`src/rtl/lat_pkg.sv`:
```
package lat_pkg;
    typedef enum logic [1:0] {
        ST_IDLE = 2'd0,
        ST_RUN  = 2'd1,
        ST_DONE = 2'd2,
        ST_TOUT = 2'd3
    } lat_state_e;
endpackage

```
`src/rtl/lat_word_match.sv`:
```
// Full-word compare of a data word against a lane pattern repeated in every lane.
module lat_word_match #(
    parameter int DATA_W = 256,
    parameter int PAT_W  = 32
) (
    input  logic [DATA_W-1:0] word_i,
    input  logic [PAT_W-1:0]  pat_i,
    output logic              match_o
);
    localparam int LANES = DATA_W / PAT_W;

    logic [LANES-1:0] lane_eq;

    for (genvar g = 0; g < LANES; g++) begin : g_lane
        assign lane_eq[g] = (word_i[g*PAT_W +: PAT_W] == pat_i);
    end

    assign match_o = &lane_eq;
endmodule

```
`src/rtl/lat_out_stage.sv`:
```
// Transmit register: forwards received words, swapping in the probe word on request.
module lat_out_stage #(
    parameter int DATA_W = 256,
    parameter int PAT_W  = 32
) (
    input  logic              clk,
    input  logic              rst_n,
    input  logic              rx_valid_i,
    input  logic [DATA_W-1:0] rx_data_i,
    input  logic              swap_i,
    input  logic [PAT_W-1:0]  probe_pat_i,
    output logic              tx_valid_o,
    output logic [DATA_W-1:0] tx_data_o
);
    localparam int LANES = DATA_W / PAT_W;

    logic [DATA_W-1:0] probe_word;

    for (genvar g = 0; g < LANES; g++) begin : g_rep
        assign probe_word[g*PAT_W +: PAT_W] = probe_pat_i;
    end

    always_ff @(posedge clk) begin
        if (!rst_n) begin
            tx_valid_o <= 1'b0;
            tx_data_o  <= '0;
        end else begin
            tx_valid_o <= rx_valid_i;
            if (rx_valid_i) begin
                tx_data_o <= swap_i ? probe_word : rx_data_i;
            end
        end
    end
endmodule

```
`src/rtl/lat_sat_counter.sv`:
```
// Saturating up-counter with synchronous clear and a one-below-top flag.
module lat_sat_counter #(
    parameter int CNT_W = 32
) (
    input  logic             clk,
    input  logic             rst_n,
    input  logic             clr_i,
    input  logic             en_i,
    output logic [CNT_W-1:0] count_o,
    output logic             pre_top_o
);
    localparam logic [CNT_W-1:0] CNT_TOP = '1;
    localparam logic [CNT_W-1:0] CNT_PRE = {{(CNT_W-1){1'b1}}, 1'b0};

    always_ff @(posedge clk) begin
        if (!rst_n || clr_i) begin
            count_o <= '0;
        end else if (en_i && (count_o != CNT_TOP)) begin
            count_o <= count_o + 1'b1;
        end
    end

    assign pre_top_o = (count_o == CNT_PRE);
endmodule

```
`src/rtl/lat_loop_timer.sv`:
```
// Loopback path with a content-triggered round-trip timer.
module lat_loop_timer
    import lat_pkg::*;
#(
    parameter int DATA_W = 256,
    parameter int PAT_W  = 32,
    parameter int CNT_W  = 32
) (
    input  logic              clk,
    input  logic              rst_n,
    input  logic              arm_i,
    input  logic [PAT_W-1:0]  fill_pat_i,
    input  logic [PAT_W-1:0]  test_pat_i,
    input  logic              rx_valid_i,
    input  logic [DATA_W-1:0] rx_data_i,
    output logic              tx_valid_o,
    output logic [DATA_W-1:0] tx_data_o,
    output logic [CNT_W-1:0]  lat_count_o,
    output logic              lat_busy_o,
    output logic              lat_done_o,
    output logic              lat_timeout_o
);
    lat_state_e state_q, state_d;

    logic is_fill, is_probe, hit, pre_top;
    logic cnt_clr, cnt_en, swap;

    lat_word_match #(.DATA_W(DATA_W), .PAT_W(PAT_W)) u_fill_cmp (
        .word_i (rx_data_i),
        .pat_i  (fill_pat_i),
        .match_o(is_fill)
    );

    lat_word_match #(.DATA_W(DATA_W), .PAT_W(PAT_W)) u_probe_cmp (
        .word_i (rx_data_i),
        .pat_i  (test_pat_i),
        .match_o(is_probe)
    );

    assign hit = rx_valid_i && is_probe;

    // State register
    always_ff @(posedge clk) begin
        if (!rst_n) begin
            state_q <= ST_IDLE;
        end else begin
            state_q <= state_d;
        end
    end

    // Next state: ARM, HIT, SATURATE
    always_comb begin
        state_d = state_q;
        unique case (state_q)
            ST_IDLE, ST_DONE, ST_TOUT: begin
                if (arm_i) state_d = ST_RUN;
            end
            ST_RUN: begin
                if (arm_i)        state_d = ST_RUN;
                else if (hit)     state_d = ST_DONE;
                else if (pre_top) state_d = ST_TOUT;
            end
            default: state_d = ST_IDLE;
        endcase
    end

    // Outputs and datapath controls
    always_comb begin
        lat_busy_o    = (state_q == ST_RUN);
        lat_done_o    = (state_q == ST_DONE);
        lat_timeout_o = (state_q == ST_TOUT);
        cnt_clr       = arm_i;
        cnt_en        = (state_q == ST_RUN) && !arm_i;
        swap          = (state_q == ST_RUN) && is_fill;
    end

    lat_sat_counter #(.CNT_W(CNT_W)) u_cnt (
        .clk      (clk),
        .rst_n    (rst_n),
        .clr_i    (cnt_clr),
        .en_i     (cnt_en),
        .count_o  (lat_count_o),
        .pre_top_o(pre_top)
    );

    lat_out_stage #(.DATA_W(DATA_W), .PAT_W(PAT_W)) u_out (
        .clk        (clk),
        .rst_n      (rst_n),
        .rx_valid_i (rx_valid_i),
        .rx_data_i  (rx_data_i),
        .swap_i     (swap),
        .probe_pat_i(test_pat_i),
        .tx_valid_o (tx_valid_o),
        .tx_data_o  (tx_data_o)
    );
endmodule

```
`config.mk`:
```
export PLATFORM = sky130hd
export DESIGN_NAME = lat_loop_timer
export DESIGN_NICKNAME = d
export VERILOG_FILES = /design/src/rtl/lat_pkg.sv /design/src/rtl/lat_word_match.sv /design/src/rtl/lat_out_stage.sv /design/src/rtl/lat_sat_counter.sv /design/src/rtl/lat_loop_timer.sv
export SDC_FILE = /design/constraint.sdc
export NUM_CORES = 1
export LEC_CHECK = 0
export BUFFER_PORTS_ARGS = -buffer_cell sky130_fd_sc_hd__buf_2
export CORE_AREA = 2 2 243 245
export CTS_BUF_LIST = sky130_fd_sc_hd__clkbuf_8
export CTS_CLUSTER_DIAMETER = 200
export DETAILED_ROUTE_END_ITERATION = 8
export DIE_AREA = 0 0 245 247
export GPL_TIMING_DRIVEN = 0
export HOLD_SLACK_MARGIN = 0.08
export PLACE_DENSITY = 0.54
export SLEW_MARGIN = 40
export SYNTH_ARGS = -nofsm -noshare
export SYNTH_HDL_FRONTEND = slang
export SYNTH_SLANG_ARGS = --single-unit
```
`constraint.sdc`:
```
create_clock -name clk -period 2.3 [get_ports clk]
set_input_delay 0.115 -clock clk [delete_from_list [all_inputs] [get_ports clk]]
set_output_delay 0.115 -clock clk [all_outputs]
set_load 0.01 [all_outputs]
```
==> results_dict.tcl <==
set metrics [dict create \
    synth_cell_types 60 \
    synth-main-ff-cell "dfxtp_1" \
    worstHoldStart "rst_n" \
    synth_edf_count 0 \
    clock_latency_ps 660 \
    post-route-period-util_pct 118.0 \
    grt_usage_pct 47.23 \
    grt-ovfl-total 0 \
    fin_ws_ps -413.2 \
    die_area_mm2 0.06052 \
    ys_async_sr_fraction_pct 0 \
    crit_fanout 9 \
    drv_cap 0 \
    layout-drive-gt1-share_pct 29.87 \
    root_buffer "clkbuf_8" \
    crit_path_start_kind "input pin" \
    p_per_area_mw_per_mm2 532.9 \
    violations "negative setup slack" \
    timing.rr.start "state_q[1]" \
    finalHoldViolations 0 \
    p_comb_share_pct 29.0 \
    p_sw_share_pct 35.83 \
    ys_ff_latch 291 \
    power_mw 14.49 \
    skew_ps 13.36 \
    cts_sinks 291 \
    fmax_mhz 368.6 \
    leakagePower_nw 11.84 \
    avgSynthCellArea_um2 8.706 \
    portBuffers 573 \
    htreeDepth 2 \
    seqCellArea_mm2 0.005838 \
    die_w_um 245 \
    fin_nets 3341 \
    start_util_pct 30.49 \
    end_kind "register" \
    seqPwrFrac_pct 38.3 \
    num_vias 24310 \
    drt_iter0_drc 2906 \
    crit_path_start "fill_pat_i[18]" \
    status "finished with violations" \
    rsz0062_at_grt "true" \
    yosysWarnings 0 \
    r2r-end "u_out.tx_data_o[132]" \
    r2r_slack_ps -330 \
    cts_tree "yes" \
    vias_per_cell 6.349 \
    timing.hold.worst_endpoint "u_cnt.count_o[2]" \
    routabilityCongestion 1.009 \
    first_pass_iters 6 \
    ys_seq_area_share_pct 32.80 \
    grt_pass1_wl_mm 194.4 \
    nFillCells 5737 \
    core_mm2 0.05824 \
    postRouteAntennaNets 0 \
    intPower_mw 9.295 \
    reg2reg_depth 11 \
    min_path_type "in2reg" \
    rows 89 \
    tns_ps -89100 \
    path_class "in2reg" \
    num_io_pins 616 \
    cts_buffer_depth 3 \
    cts_buffers 52 \
    arrival_ps 3300 \
    finalNonFillerCells 3829 \
    grt_max_degree 15 \
    place_inst 3393 \
    multi_input_area_mm2 0.01128 \
    die_y_um 247 \
    hold_path_depth 3 \
    area_growth_pct 53.04 \
    drv_slew 0 \
    tightest_slew_ps 940.4 \
    wl_mm 149.8 \
    vdd_drop_max_v 0.0004269 \
    dp_slack_ps -1983 \
    fin_crit_ps 2713 \
    syn-instance-count 2040 \
    critPathRequiredTime_ps 2890 \
    clkTransAtPathRegs_ps 60 \
    drc 0 \
    dp_hpwl_mm 118.0 \
    hold_ws_ps 121.9 \
    synthesis.nets 2366 \
    slew_headroom_pct 37.31 \
    p_switching_mw 5.190 \
    clkPwrFrac_pct 32.7 \
    synthesis.area_mm2 0.01776 \
    first_global_vias 22760 \
    wl_per_cell_um 39.13 \
    setup_violations 257 \
    grt_antenna_before_repair 10 \
]
-- what timing repair did --
action | 4_1_cts | 5_1_grt
gates cloned | 9 | 9
endpoints found under the setup margin | 286 | 280
setup buffers | 57 | 13
endpoints found under the hold margin | 261 | 0
hold buffers | 257 | 0
pin swaps | 42 | 16
gates resized for setup | 158 | 49
-- worst max-delay path: stages --
cell	delay [ps]
clkbuf_2	240
xor2_1	270
a2111oi_2	660
nand4_1	300
nor4_1	370
and4_1	250
buf_6	130
and3_4	190
buf_12	170
buf_16	240
buf_12	170
o311a_1	170
-- power by group through the flow --
stage	sequential [mW]	combinational (mW)	clock, mW
after floorplan	5.77	1.36	0
after global placement	5.63	3.56	0
after detailed placement	5.65	3.59	0
after CTS	5.54	4.00	4.74
after global routing	5.57	4.25	4.96
final	5.55	4.20	4.74
-- sequential cells by signal (all words and copies together) (netlist names) --
name              flops
state_q               2
u_cnt.count_o        32
u_out.tx_data_o     256
u_out.tx_valid_o      1
-- how the worst max path moves through the flow --
stage | end | slack, ps | cells past startpoint
CTS | u_out.tx_data_o[71] | -250 | 12
global route | u_out.tx_data_o[80] | -310 | 12
detailed placement | u_out.tx_data_o[103] | -1980 | 9
finish | u_out.tx_data_o[132] | -410 | 12
global placement | u_out.tx_data_o[167] | -3420 | 8
floorplan | u_out.tx_data_o[100] | 0.7 | 12
-- metrics by stage --
stage               area [µm²]  util, %
finish                   27180    46.67
CTS                      26630    45.73
floorplan                17770        -
global route             27160    46.63
global placement         21610    37.10
detailed placement       21770    37.37
-- placed cells by master, fill, tap and decap left out, types with 12 or more instances in the layout --
cell           count
nor4_1            26
clkbuf_8          63
nand2_1           71
a2111oi_2         12
xor2_1            94
a21oi_1           46
and3_1            35
o2111ai_1         20
nand4_1           67
xnor2_1           57
dfxtp_1          285
or4_1             13
nor2b_1           37
buf_2            594
o311a_1          256
clkbuf_2          32
nand2b_1          39
inv_1             77
buf_6             16
clkbuf_1          99
nand3_1           37
o21a_1           257
buf_12            28
o21ai_0           30
nor2_1           118
dlygate4sd3_1    257
or3_1             17
buf_4             56
nor3_1            43
o22ai_1           41
a2111oi_0         12
-- final cells by class --
cell class	count	area share (%)
Clock buffer	62	3.140
Clock inverter	24	0.4097
Antenna cell	9	0.08286
Sequential cell	291	21.48
Tap cell	773	3.558
Inverter	64	0.9115
Multi-Input combinational cell	1494	41.51
Buffer	187	4.755
Timing Repair Buffer	925	24.15
-- Yosys cell counts (all sizes together) (36+ instances only) --
master | instances | area, µm²
xor2 | 94 | 823.3
nand4 | 67 | 419.2
nand3 | 37 | 185.2
nor2 | 119 | 446.7
xnor2 | 63 | 551.8
nand2b | 40 | 250.2
nor3 | 44 | 220.2
buf | 57 | 460.4
o22ai | 41 | 256.5
o311a | 256 | 2562
clkbuf | 134 | 503.0
nor4 | 43 | 275.3
nand2 | 71 | 266.5
a21oi | 51 | 255.2
inv | 64 | 240.2
and3 | 36 | 225.2
o21a | 257 | 1929
nor2b | 37 | 231.5
dfxtp | 291 | 5826
-- routing by layer --
| metal | vias up | track usage, % | routed length, µm |
|---|---|---|---|
| met2 | 1857 | 73.50 | 65080 |
| met3 | 446 | 10.13 | 15340 |
| li1 | 9918 | - | - |
| met5 | - | 0 | 13 |
| met4 | 2 | 28.39 | 10960 |
| met1 | 12090 | 59.87 | 58440 |
-- kinds of logic (layout without fill, tap and decap cells) --
family / count (synthesis) / after routing / share of synthesized area (%)
xor+xnor: 157 / 157 / 7.743
buf+inv: 255 / 1262 / 6.777
fa+ha+maj: 2 / 2 / 0.1409
other cells: 0 / 9 / 0
mux: 1 / 1 / 0.05636
simple gates: 559 / 559 / 16.85
flops: 291 / 291 / 32.80
compound gates: 775 / 775 / 35.63
No activity file was read; power rests on OpenSTA's default activity.
